### config.mk
export PLATFORM = sky130hd
export DESIGN_NAME = sdhci_lane_bridge
export DESIGN_NICKNAME = d
export VERILOG_FILES = /design/src/rtl/lane_bridge_pkg.sv /design/src/rtl/lane_bridge_dp.sv /design/src/rtl/lane_bridge_ctrl.sv /design/src/rtl/sdhci_lane_bridge.sv
export SDC_FILE = /design/constraint.sdc
export NUM_CORES = 1
export LEC_CHECK = 0
export BUFFER_PORTS_ARGS = -buffer_cell sky130_fd_sc_hd__buf_2
export CAP_MARGIN = 10
export CORE_UTILIZATION = 41
export CTS_CLUSTER_SIZE = 30
export DETAILED_ROUTE_END_ITERATION = 6
export PLACE_DENSITY_LB_ADDON = 0.12
export SLEW_MARGIN = 10
export SYNTH_ARGS = -nofsm -noshare
export SYNTH_HDL_FRONTEND = slang
export SYNTH_SLANG_ARGS = --single-unit
### constraint.sdc
create_clock -name clk -period 3.3 [get_ports clk]
set_input_delay 0.66 -clock clk [delete_from_list [all_inputs] [get_ports clk]]
set_output_delay 0.66 -clock clk [all_outputs]
set_load 0.03 [all_outputs]
### src/rtl/lane_bridge_pkg.sv
package lane_bridge_pkg;
  localparam int DATA_W = 32;

  localparam int OFF_XFER = 'h0C;
  localparam int OFF_CMD  = 'h0E;
  localparam int OFF_STATE = 'h24;
  localparam int OFF_CLK  = 'h2C;
  localparam int OFF_CAPS = 'h40;

  localparam int BIT_CARD_IN = 16;
  localparam int BIT_HISPEED = 21;
  localparam int DIV_MAX     = 1023;

  localparam logic [1:0] SZ_BYTE = 2'd0;
  localparam logic [1:0] SZ_HALF = 2'd1;

  typedef enum logic [2:0] {
    OP_READ, OP_WORD_WR, OP_RMW, OP_XFER_WR, OP_HOLD_RD, OP_CMD_WR
  } opKind_t;

  typedef struct packed {
    logic latchReq;
    logic captureRd;
    logic holdLoWr;
    logic holdHiWr;
  } dpCtl_t;
endpackage

### src/rtl/lane_bridge_dp.sv
module lane_bridge_dp
  import lane_bridge_pkg::*;
#(
  parameter int ADDR_W = 8
) (
  input  logic              clk,
  input  logic              rstN,
  input  dpCtl_t            ctl,
  input  opKind_t           kind,
  input  logic              hostWrite,
  input  logic [1:0]        hostSize,
  input  logic [ADDR_W-1:0] hostAddr,
  input  logic [DATA_W-1:0] hostWdata,
  input  logic              v3Mode,
  input  logic              disableHighSpeed,
  input  logic              forceCardPresent,
  input  logic [DATA_W-1:0] beRdata,
  output opKind_t           opNow,
  output logic [ADDR_W-1:0] beAddr,
  output logic [DATA_W-1:0] beWdata,
  output logic [DATA_W-1:0] hostRdata
);
  localparam logic [ADDR_W-1:0] A_XFER  = ADDR_W'(OFF_XFER);
  localparam logic [ADDR_W-1:0] A_CMD   = ADDR_W'(OFF_CMD);
  localparam logic [ADDR_W-1:0] A_STATE = ADDR_W'(OFF_STATE);
  localparam logic [ADDR_W-1:0] A_CLK   = ADDR_W'(OFF_CLK);
  localparam logic [ADDR_W-1:0] A_CAPS  = ADDR_W'(OFF_CAPS);

  logic [ADDR_W-1:0] rAddr;
  logic [1:0]        rSize;
  logic [DATA_W-1:0] rData;
  logic [DATA_W-1:0] rdWord;
  logic [DATA_W-1:0] hold;

  // classify the incoming request
  always_comb begin
    logic inHalf;
    inHalf = (hostSize == SZ_HALF);
    if (hostWrite) begin
      if (hostSize[1])                    opNow = OP_WORD_WR;
      else if (inHalf && hostAddr == A_XFER) opNow = OP_XFER_WR;
      else if (inHalf && hostAddr == A_CMD)  opNow = OP_CMD_WR;
      else                                opNow = OP_RMW;
    end else begin
      if (inHalf && (hostAddr == A_XFER || hostAddr == A_CMD)) opNow = OP_HOLD_RD;
      else                                                    opNow = OP_READ;
    end
  end

  always_ff @(posedge clk) begin
    if (!rstN) begin
      rAddr  <= '0;
      rSize  <= '0;
      rData  <= '0;
      rdWord <= '0;
      hold   <= '0;
    end else begin
      if (ctl.latchReq) begin
        rAddr <= hostAddr;
        rSize <= hostSize;
        rData <= hostWdata;
      end
      if (ctl.captureRd) rdWord <= beRdata;
      if (ctl.holdLoWr)  hold[15:0]  <= hostWdata[15:0];
      if (ctl.holdHiWr)  hold[31:16] <= hostWdata[15:0];
    end
  end

  logic [4:0]        shamt;
  logic [DATA_W-1:0] laneMask, laneData, merged, laneRd;
  logic              rHalf, rClk;
  logic [9:0]        divIn, divSat;
  logic [10:0]       divDbl;
  logic [8:0]        divHalf;
  logic [15:0]       clkRd;
  logic [DATA_W-1:0] wordRd;

  assign shamt = {rAddr[1:0], 3'b000};
  assign rHalf = (rSize == SZ_HALF);
  assign rClk  = rHalf && (rAddr == A_CLK);

  // lane insert for read-modify-write
  always_comb begin
    laneMask = (rSize == SZ_BYTE ? 32'h0000_00FF : 32'h0000_FFFF) << shamt;
    laneData = (rData & (rSize == SZ_BYTE ? 32'h0000_00FF : 32'h0000_FFFF)) << shamt;
    merged   = (rdWord & ~laneMask) | laneData;
  end

  // host divisor layout -> flat ratio field
  always_comb begin
    divIn  = {v3Mode ? rData[7:6] : 2'b00, rData[15:8]};
    divDbl = {divIn, 1'b0};
    divSat = (divDbl > 11'(DIV_MAX)) ? 10'(DIV_MAX) : divDbl[9:0];
  end

  // flat ratio field -> host divisor layout
  always_comb begin
    divHalf = rdWord[15:7];
    clkRd   = {divHalf[7:0], v3Mode ? {1'b0, divHalf[8]} : 2'b00, rdWord[5:0]};
  end

  always_comb begin
    wordRd = rdWord;
    if (rAddr == A_CAPS && disableHighSpeed) wordRd[BIT_HISPEED] = 1'b0;
    if (rAddr == A_STATE && forceCardPresent) wordRd[BIT_CARD_IN] = 1'b1;
  end

  assign laneRd = rdWord >> shamt;

  always_comb begin
    if (kind == OP_HOLD_RD)      hostRdata = {16'h0, (rAddr == A_CMD) ? hold[31:16] : hold[15:0]};
    else if (rSize == SZ_BYTE)   hostRdata = {24'h0, laneRd[7:0]};
    else if (rClk)               hostRdata = {16'h0, clkRd};
    else if (rHalf)              hostRdata = {16'h0, laneRd[15:0]};
    else                         hostRdata = wordRd;
  end

  always_comb begin
    beAddr = {rAddr[ADDR_W-1:2], 2'b00};
    case (kind)
      OP_WORD_WR: beWdata = rData;
      OP_CMD_WR:  beWdata = hold;
      default:    beWdata = rClk ? {rdWord[31:16], divSat, rData[5:0]} : merged;
    endcase
  end

  AST_HOLD_RESET: assert property (@(posedge clk) disable iff (!rstN)
    $rose(rstN) |-> hold == '0) else $error("hold not cleared");
  AST_LATCH_STABLE: assert property (@(posedge clk) disable iff (!rstN)
    !ctl.latchReq |=> $stable(rAddr) && $stable(rSize)) else $error("request fields moved");
endmodule

### src/rtl/lane_bridge_ctrl.sv
module lane_bridge_ctrl
  import lane_bridge_pkg::*;
(
  input  logic    clk,
  input  logic    rstN,
  input  logic    hostReq,
  input  opKind_t opNow,
  input  logic    beReady,
  output dpCtl_t  ctl,
  output opKind_t kind,
  output logic    beReq,
  output logic    beWrite,
  output logic    hostReady
);
  typedef enum logic [1:0] {ST_IDLE, ST_BERD, ST_BEWR, ST_DONE} state_t;
  state_t st, stNext;

  always_comb begin
    stNext = st;
    ctl    = '0;
    case (st)
      ST_IDLE: if (hostReq) begin
        ctl.latchReq = 1'b1;
        case (opNow)
          OP_XFER_WR: begin ctl.holdLoWr = 1'b1; stNext = ST_DONE; end
          OP_HOLD_RD: stNext = ST_DONE;
          OP_CMD_WR:  begin ctl.holdHiWr = 1'b1; stNext = ST_BEWR; end
          OP_WORD_WR: stNext = ST_BEWR;
          default:    stNext = ST_BERD;
        endcase
      end
      ST_BERD: if (beReady) begin
        ctl.captureRd = 1'b1;
        stNext = (kind == OP_RMW) ? ST_BEWR : ST_DONE;
      end
      ST_BEWR: if (beReady) stNext = ST_DONE;
      default: stNext = ST_IDLE;
    endcase
  end

  always_ff @(posedge clk) begin
    if (!rstN) begin
      st   <= ST_IDLE;
      kind <= OP_READ;
    end else begin
      st <= stNext;
      if (st == ST_IDLE && hostReq) kind <= opNow;
    end
  end

  assign beReq     = (st == ST_BERD) || (st == ST_BEWR);
  assign beWrite   = (st == ST_BEWR);
  assign hostReady = (st == ST_DONE);

  AST_READY_PULSE: assert property (@(posedge clk) disable iff (!rstN)
    hostReady |=> !hostReady) else $error("ready longer than one cycle");
  AST_XFER_NO_BE: assert property (@(posedge clk) disable iff (!rstN)
    (st == ST_IDLE && hostReq && opNow == OP_XFER_WR) |=> (hostReady && !beReq)) else $error("xfer write reached backend");
  AST_RMW_ORDER: assert property (@(posedge clk) disable iff (!rstN)
    (beWrite && !$past(beWrite) && kind == OP_RMW) |-> $past(st) == ST_BERD) else $error("rmw write without read");
endmodule

### src/rtl/sdhci_lane_bridge.sv
module sdhci_lane_bridge
  import lane_bridge_pkg::*;
#(
  parameter int ADDR_W = 8
) (
  input  logic              clk,
  input  logic              rstN,
  input  logic              hostReq,
  input  logic              hostWrite,
  input  logic [1:0]        hostSize,
  input  logic [ADDR_W-1:0] hostAddr,
  input  logic [31:0]       hostWdata,
  output logic [31:0]       hostRdata,
  output logic              hostReady,
  input  logic              v3Mode,
  input  logic              disableHighSpeed,
  input  logic              forceCardPresent,
  output logic              beReq,
  output logic              beWrite,
  output logic [ADDR_W-1:0] beAddr,
  output logic [31:0]       beWdata,
  input  logic [31:0]       beRdata,
  input  logic              beReady
);
  dpCtl_t  ctl;
  opKind_t kind, opNow;

  lane_bridge_ctrl u_ctrl (
    .clk(clk), .rstN(rstN), .hostReq(hostReq), .opNow(opNow), .beReady(beReady),
    .ctl(ctl), .kind(kind), .beReq(beReq), .beWrite(beWrite), .hostReady(hostReady)
  );

  lane_bridge_dp #(.ADDR_W(ADDR_W)) u_dp (
    .clk(clk), .rstN(rstN), .ctl(ctl), .kind(kind),
    .hostWrite(hostWrite), .hostSize(hostSize), .hostAddr(hostAddr), .hostWdata(hostWdata),
    .v3Mode(v3Mode), .disableHighSpeed(disableHighSpeed), .forceCardPresent(forceCardPresent),
    .beRdata(beRdata), .opNow(opNow), .beAddr(beAddr), .beWdata(beWdata), .hostRdata(hostRdata)
  );

  AST_BE_HOLD: assert property (@(posedge clk) disable iff (!rstN)
    (beReq && !beReady) |=> beReq && $stable(beAddr) && $stable(beWrite)) else $error("backend request dropped");
  AST_DONE_NO_BE: assert property (@(posedge clk) disable iff (!rstN)
    hostReady |-> !beReq) else $error("backend busy at completion");
endmodule

Word level (Yosys, flattened, before mapping)
Cells that the tools add are included.
{"block": "totals", "latchBits": 0, "mem_bits_rw": 0, "memories": 0, "in_bits": 82, "rom_bits": 0, "wordCells": 84, "regBits": 111}
{"block": "classes", "n_eq_ne": 22, "bitwise_logic": 4, "mul": 0, "n_mux": 32, "n_reduce_logical": 14, "addsub": 0, "div_mod_pow": 0, "n_lt_le_gt_ge": 1, "shift": 3}
{"cell": "$mux W32", "count": 5}
{"cell": "$and A32 B32 Y32", "count": 2}
{"cell": "$pmux W32 S2", "count": 1}
{"cell": "$shl A32 B5 Y32", "count": 2}
{"cell": "$mux W16", "count": 2}
{"cell": "$not A32 Y32", "count": 1}
{"cell": "$or A32 B32 Y32", "count": 1}
{"cell": "$shr A32 B5 Y16", "count": 1}
{"cell": "$eq A8 B4 Y1 const B", "count": 3}
{"cell": "$eq A8 B6 Y1 const B", "count": 2}
{"cell": "$mux W3", "count": 5}
{"cell": "$eq A3 B3 Y1 const B", "count": 4}
{"cell": "$mux W2", "count": 6}
{"cell": "$gt A11 B10 Y1 const B", "count": 1}
{"cell": "$mux W1", "count": 10}
{"cell": "$mux W10", "count": 1}
{"cell": "$eq A8 B7 Y1 const B", "count": 1}
{"cell": "$logic_and A1 B1 Y1", "count": 7}
{"cell": "$eq A2 B1 Y1 const B", "count": 3}
{"cell": "$eq A3 B1 Y1 const B", "count": 2}
{"cell": "$eq A3 B2 Y1 const B", "count": 2}
{"cell": "$pmux W2 S3", "count": 1}
{"cell": "$eq A2 B2 Y1 const B", "count": 2}
{"cell": "$logic_not A2 Y1", "count": 2}
{"cell": "other kinds (6)", "count": 9}

Depth between registers and ports, before layout
Gate-level depths: netlist of the first run.
{"block": "logic_depth", "depth_word": 11, "ltp_mapped": 8, "depth_no_buf": 6}

Hierarchy
Synthesis of the first run repeated with hierarchy kept, for this count alone.
{"block": "hier_totals", "cells_unflattened": 724, "hier_area_um2": 6663.9}
{"mod": "lane_bridge_dp", "cells_per_inst": 684, "instances": 1, "area_each_um2": 6327.3, "seq_area_each_um2": 2122.0}
{"mod": "lane_bridge_ctrl", "cells_per_inst": 40, "instances": 1, "area_each_um2": 336.6, "seq_area_each_um2": 100.1}

Worst setup path after synthesis of the first run
No wires, ideal clock.
{"block": "synth_path", "path_kind": "flip-flop to output port", "start": "register u_dp.rAddr[4]", "end": "output port hostRdata[14]", "stages_incl_launch_ff": 7, "path_buffers": 2, "t_required_ps": 2640, "setup_slack_ps": 244, "t_arrival_ps": 2396, "cell_sequence": "dfxtp_1 > or4b_4 > or3_1 > buf_2 > buf_6 > o211a_1 > o32ai_1"}
{"block": "synth_between", "elab_chain_len": 5, "word_cells_on_any_way": 7}
{"item": "from (decl)", "line": "lane_bridge_dp.sv:29", "text": "logic [ADDR_W-1:0] rAddr;"}
{"item": "from (signal assigned)", "line": "lane_bridge_dp.sv:59", "text": "rAddr <= hostAddr;"}
{"item": "$eq A8 B6 Y1", "line": "lane_bridge_dp.sv:80", "text": "assign rClk = rHalf && (rAddr == A_CLK);"}
{"item": "$logic_and A1 B1 Y1", "line": "lane_bridge_dp.sv:80"}
{"item": "$mux W32", "line": "lane_bridge_dp.sv:113", "text": "else if (rClk) hostRdata = {16'h0, clkRd};"}
{"item": "$mux W32", "line": "lane_bridge_dp.sv:112", "text": "else if (rSize == SZ_BYTE) hostRdata = {24'h0, laneRd[7:0]};"}
{"item": "$mux W32 *", "line": "lane_bridge_dp.sv:111", "text": "if (kind == OP_HOLD_RD) hostRdata = {16'h0, (rAddr == A_CMD) ? hold[31:16] : hold[15:0]};"}
{"item": "to (decl)", "line": "sdhci_lane_bridge.sv:13", "text": "output logic [31:0] hostRdata,"}
Mark *: on every way between the ends. The rest lies on a longest branch, timed or not.

Worst setup path in the final report of the first run
{"block": "layout_path", "start": "register u_dp.rAddr[4]", "end": "output port hostRdata[8]"}
Same word-level chain as after synthesis.

==> flow_summary.json, run 1 <==
{
  "outcome": "finished, final reports clean",
  "cts_buffer_depth": 2,
  "p_leak_uw": 0.00307,
  "crit_buf_inv": 2,
  "io_buffers": 154,
  "fmax_mhz": 312,
  "netlist_area_um2": 6550,
  "place.gp.congestion": 0.949,
  "die_width_um": 128,
  "cp_slowest_cell": "or4b_4",
  "tns_ns": 0,
  "synth_edf_count": 0,
  "vias": 6874,
  "r2r_cells": 6,
  "core_um2": 15400,
  "synth_top_area_share_pct": 33.9,
  "r2r_setup_slack_ns": 1.24,
  "holdCritStartpoint": "u_dp.rData[22]",
  "end_kind": "primary output",
  "synthTopCellsByArea": "dfxtp_1 34%, nand2_1 12%, a21oi_1 8.3%, mux2i_1 7.9%, clkbuf_1 3.3%",
  "hold_path_end": "u_dp.rData[22]",
  "numCtsBuffers": 9,
  "synth_top_area_cell": "dfxtp_1",
  "grt_pass1_wl_mm": 36.2,
  "drt-total-wl_mm": 23.5,
  "syn_avg_cell_area_um2": 7.49,
  "critical-path-max-stage-delay_ns": 0.57,
  "min_period_ns": 3.21,
  "dieArea_um2": 16500,
  "reg2reg_to": "u_dp.hold[10]",
  "critPathLaunchType": "register",
  "crit_arrival_ns": 2.55,
  "cap_violations": 0,
  "cts-root-buf": "clkbuf_16",
  "drive_above_1_share_pct": 22.5,
  "wl_per_cell_um": 19.6,
  "grt_util_all_layers_pct": 29.0,
  "setup_viol": 0,
  "worstSetupPathType": "register to primary output",
  "dp_hpwl_mm": 17.2,
  "rsz0062_at_grt": "false",
  "antenna_cells": 0,
  "drt_iter0_drc": 549,
  "synth-seq-cells": 111,
  "vdd_drop_max_mv": 0.460,
  "hp-class": "register to register",
  "clk_pin_slew_ns": 0.08,
  "relSlewSlack_pct": 38.3,
  "initial_core_util_pct": 42.6,
  "avgViaCountPerCell": 5.73,
  "yosysWarningCount": 0,
  "final_antenna_net_count": 0,
  "gr-total-overflow": 0,
  "grt_pass1_vias": 6260,
  "clock_latency_ns": 0.37,
  "finClkSkew_ns": 0.00786,
  "worstReg2RegStart": "u_ctrl.st[0]",
  "io_pins": 157,
  "slew_violations": 0,
  "htreeDepth": 3,
  "fp-row-count": 45,
  "grt_max_degree": 95,
  "worstMarginPinSlew_ns": 0.925,
  "hold_viol": 0,
  "synth_ff_type": "dfxtp_1",
  "startpoint": "u_dp.rAddr[4]",
  "synthDistinctLibCells": 57,
  "worstPathRequired_ns": 2.64,
  "tritoncts": "yes",
  "async_flop_share_pct": 0,
  "layoutNonFillerInstCount": 1199,
  "antenna_found_initial": 0,
  "hold-path-cell-count": 2,
  "critical_path.top_delay_family": "simple AND/OR/NAND/NOR gates",
  "synthCells": 874,
  "powerDensity_nw_per_um2": 587,
  "cp_cell_sequence": "or4b_4, or3_4, buf_12, o211a_1, o32ai_1, buf_4",
  "drt_pass1_iterations": 5,
  "ys_seq_area_share_pct": 33.9,
  "die_height_um": 128,
  "hold_buffers": 0,
  "fin_crit_sh_pct": 97.3,
  "dp.cells": 1183,
  "cts_sinks": 111,
  "area_delta_synth_final_pct": 19.1,
  "drc": 0,
  "nNetsFinal": 1069,
  "cp_max_fo": 17
}
## state kept, by name, indices dropped and copies added (netlist names)
signal	count
u_dp.rData	32
u_ctrl.kind	3
u_dp.rdWord	32
u_dp.rAddr	8
u_dp.hold	32
u_dp.rSize	2
u_ctrl.st	2
## per-layer routing
layer / vias up / share of wire [%] / GRT usage, %
li1: 3314 / - / -
met1: 3257 / 45 / 40.2
met2: 275 / 46 / 46.0
met3: 28 / 7.2 / 5.24
met4: 0 / 1.8 / 8.10
met5: - / 0 / 0
## worst reg2reg max path: stages, from the launching register on
cell     delay [ns]
dfxtp_1        0.35
inv_1          0.09
ha_1           0.25
and3_1         0.23
and4_1         0.71
nand3_1        0.19
a21oi_1        0.17
## area by class of cell
cell class                      instances  area, um2
Clock inverter                          6       83.8
Tap cell                              211        264
Fill cell                            1598       7570
Multi-Input combinational cell        670       3950
Sequential cell                       111       2220
Timing Repair Buffer                  181       1000
Inverter                               10       37.5
Clock buffer                           10        239
## worst max-delay path by stage
stage | to | slack, ns | cells past startpoint
finish | hostRdata[8] | 0.09 | 6
global route | hostRdata[9] | 0.006 | 6
CTS | hostRdata[9] | 0.08 | 6
detailed placement | hostRdata[8] | 0.38 | 6
global placement | hostRdata[8] | 0.39 | 6
floorplan | hostRdata[14] | 0.24 | 6
## kinds of logic (layout without fill, tap and decap cells)
kind of cell / Yosys count / count (layout) / share of synthesized area [%]
flip-flops: 111 / 111 / 33.9
AND/OR/NAND/NOR: 348 / 348 / 24.6
AO/OA/AOI/OAI: 249 / 249 / 23.7
adder cells (fa/ha/maj): 4 / 4 / 0.764
buffers and inverters: 94 / 207 / 6.21
other: 1 / 2 / 0.0573
multiplexers: 67 / 67 / 10.7
## per-stage QoR
step	power [uW]	hold slack [ns]	util (%)	instance area (um2)	setup WS, ns
2_1_floorplan	2860	0.432	-	6550	0.244
3_3_place_gp	3400	0.439	48.6	7470	0.388
3_5_place_dp	3410	0.443	48.6	7470	0.379
4_1_cts	4580	0.455	50.7	7790	0.0812
5_1_grt	4820	0.479	50.7	7800	0.00646
6_report	4580	0.455	50.7	7800	0.0900
## synthesized netlist by cell type, drive strengths merged (2+ instances only)
cell type	instances
a211oi	26
a21oi	108
a221oi	7
a22o	9
a22oi	11
a31oi	13
and2	5
and3	15
and4	2
buf	27
clkbuf	57
dfxtp	111
ha	4
inv	10
mux2	14
mux2i	52
nand2	205
nand2b	17
nand3	19
nand4	2
nand4b	4
nor2	28
nor2b	21
nor3	9
nor4	7
nor4b	2
nor4bb	3
o211a	3
o211ai	12
o21a	4
o21ai	28
o21bai	2
o22ai	7
o2bb2ai	2
o32ai	8
or2	3
or3	2
## what timing repair did
action	in CTS	in global routing
resized for setup	1	2
gates cloned	0	0
setup endpoints to repair	2	2
endpoints found under the hold margin	0	0
buffers inserted	0	0
## layout by cell type, fill, tap and decap left out, types with 3 or more instances in the layout
cell         n
inv_6        3
o21ai_0     28
nand2b_1    17
a211oi_1    26
o211a_1      3
a22o_1       9
a221oi_1     7
o211ai_1    12
nor2b_1     21
nand3_1     19
and2_1       4
inv_1        9
nor4_1       7
a22oi_1     11
o32ai_1      8
buf_4       27
nand4b_1     4
and3_1      15
a31oi_1     13
ha_1         4
mux2i_1     52
nand2_1    205
clkbuf_16    9
o22ai_1      7
a21oi_1    108
nor2_1      27
buf_2      152
dfxtp_1    111
nor3_1       9
o21a_1       4
mux2_2      14
or2_2        3
## power breakdown
| part | internal, uW | switching, uW |
|---|---|---|
| clock network | 631 | 551 |
| registers | 1480 | 202 |
| logic | 580 | 1140 |
| total | 2690 | 1890 |
Note: power is estimated with default switching activity, not from simulation.
==> run 2: changes to the inputs <==
- CORE_MARGIN: default -> 2
==> run 2 against run 1 <==
Net effect:
- combinational power hardly changed
- global-route usage is 0.88 points lower
- utilization is 1.1 points lower
- wire length is 2.1% higher
- flip-flop and latch count stayed put
- hold slack worse by 0.0015 ns
- clock-buffer cell count is 1 higher
- sequential share of layout area is 0.078 points lower
- final area is 0.27% higher
- first-iteration DRC count is 29% higher
- largest cell class unchanged
- highest routed layer unchanged
==> flow_summary.json, run 2 (synthesized netlist as in run 1, its figures left out) <==
{
  "post-route-util_pct": 49.6,
  "antenna_found_initial": 0,
  "p_sw_share_pct": 42.2,
  "fmax_mhz": 308,
  "vias": 6957,
  "reg_top3": "u_dp.hold: 32 flops, u_dp.rData: 32 flops, u_dp.rdWord: 32 flops",
  "antenna_cells": 0,
  "end_kind": "primary output",
  "grt_util_all_layers_pct": 28.1,
  "crit_arrival_ns": 2.58,
  "drive_above_1_share_pct": 22.9,
  "drt_pass1_iterations": 5,
  "finClkSkew_ns": 0.00796,
  "wl_met1_mm": 10.5,
  "clock_latency_ns": 0.37,
  "core_um2": 15800,
  "vdd_drop_max_mv": 0.469,
  "hp-class": "register to register",
  "cp_max_fo": 10,
  "r2r_cells": 6,
  "io_pins": 157,
  "cap_violations": 0,
  "p_comb_share_pct": 38.6,
  "nNetsFinal": 1074,
  "numCtsBuffers": 9,
  "grt_pass1_vias": 6293,
  "r2r_setup_slack_ns": 1.19,
  "hold_buffers": 0,
  "min_period_ns": 3.24,
  "path_depth": 6,
  "final_antenna_net_count": 0,
  "critical_path.top_delay_family": "simple AND/OR/NAND/NOR gates",
  "io_buffers": 154,
  "setup_viol": 0,
  "fp-row-count": 46,
  "avgViaCountPerCell": 5.75,
  "pwr-share-seq_pct": 37.5,
  "startpoint": "u_dp.rAddr[4]",
  "worstPathRequired_ns": 2.64,
  "cts_buffer_depth": 2,
  "clk_pin_slew_ns": 0.08,
  "worstSetupPathType": "register to primary output",
  "wl_per_cell_um": 19.8,
  "fin_crit_sh_pct": 98.3,
  "worstMarginPinSlew_ns": 0.776,
  "p_leak_uw": 0.00307,
  "htreeDepth": 3,
  "powerDensity_nw_per_um2": 573,
  "gr-total-overflow": 0,
  "area_delta_synth_final_pct": 19.4,
  "die_height_um": 130,
  "cell_internal_pwr_uw": 2590,
  "grt_max_degree": 57,
  "final_common_cell": "nand2_1",
  "drt_iter0_drc": 708,
  "crit_buf_inv": 2,
  "multi_input_area_um2": 3980,
  "crit_end": "hostRdata[8]",
  "cts-root-buf": "clkbuf_16",
  "dp_hpwl_mm": 17.7,
  "layout_common_cells": "205 x nand2_1, 151 x buf_2, 111 x dfxtp_1, 108 x a21oi_1, 52 x mux2i_1",
  "relSlewSlack_pct": 48.2,
  "cp_cell_sequence": "or4b_4, or3_4, buf_4, o211a_1, o32ai_4, buf_6",
  "power.switching_uw": 1890,
  "worstReg2RegStart": "u_ctrl.st[0]",
  "slew_violations": 0,
  "tritoncts": "yes",
  "die_width_um": 130,
  "cts_sinks": 111,
  "dieArea_um2": 17000,
  "initial_core_util_pct": 41.5,
  "pwr-share-clk_pct": 23.9,
  "grt_pass1_wl_mm": 36.2,
  "wl_met2_mm": 11.2,
  "reg2reg_to": "u_dp.hold[11]",
  "top_layer": "met4",
  "n_fill_cell": 1711,
  "drc": 0,
  "place.gp.congestion": 0.929,
  "drt-total-wl_mm": 24.0,
  "critical-path-max-stage-delay_ns": 0.58,
  "tns_ns": 0,
  "hold_viol": 0,
  "outcome": "finished, final reports clean",
  "final-seq-area_um2": 2220,
  "critPathLaunchType": "register",
  "wl_met3_mm": 1.81,
  "cp_slowest_cell": "or4b_4"
}
-- run 2: worst register-to-register path, stage by stage (launching register included) --
cell	delay, ns
dfxtp_1	0.35
inv_1	0.09
ha_1	0.25
and3_1	0.22
and4_1	0.72
nand3_1	0.21
a21oi_1	0.20
-- run 2: power groups by stage --
stage / clock (uW) / combinational, uW / sequential (uW)
5_1_grt: 1140 / 1890 / 1690
4_1_cts: 1090 / 1720 / 1670
3_5_place_dp: 0 / 1720 / 1700
6_report: 1070 / 1730 / 1680
3_3_place_gp: 0 / 1710 / 1700
2_1_floorplan: 0 / 1260 / 1600
-- run 2: layer usage --
layer,track usage (%),vias up
li1,-,3325
met1,39.0,3320
met4,8.70,0
met2,44.8,286
met5,0,-
met3,4.93,26
-- run 2: cell type report --
class,instances,share of cell area (%)
Tap cell,216,3.46
Sequential cell,111,28.4
Inverter,10,0.480
Timing Repair Buffer,185,13.1
Clock buffer,11,2.98
Clock inverter,5,0.592
Multi-Input combinational cell,671,50.9
-- run 2: worst min-delay path by stage --
stage,startpoint,end,cells after the start
after floorplan,u_dp.rData[16],u_dp.rData[16],2
after global placement,u_dp.rData[17],u_dp.rData[17],2
after detailed placement,u_dp.rData[19],u_dp.rData[19],2
after CTS,u_dp.rData[19],u_dp.rData[19],2
after global routing,u_dp.rData[17],u_dp.rData[17],2
final,u_dp.rData[19],u_dp.rData[19],2
-- run 2: repair_timing --
action,CTS,global route
pin swaps,0,1
setup endpoints to repair,7,4
buffers inserted,0,0
gates cloned,0,1
gates resized for setup,3,6
-- run 2: metrics by stage --
step	area [um2]	power (uW)	setup WS (ns)	cells	hold slack [ns]
after global routing	7820	4720	-0.00294	1209	0.477
after detailed placement	7480	3420	0.249	1192	0.443
after CTS	7780	4480	0.0689	1208	0.454
after global placement	7480	3410	0.269	1192	0.439
after floorplan	6550	2860	0.244	875	0.432
final	7820	4480	0.0554	1209	0.453
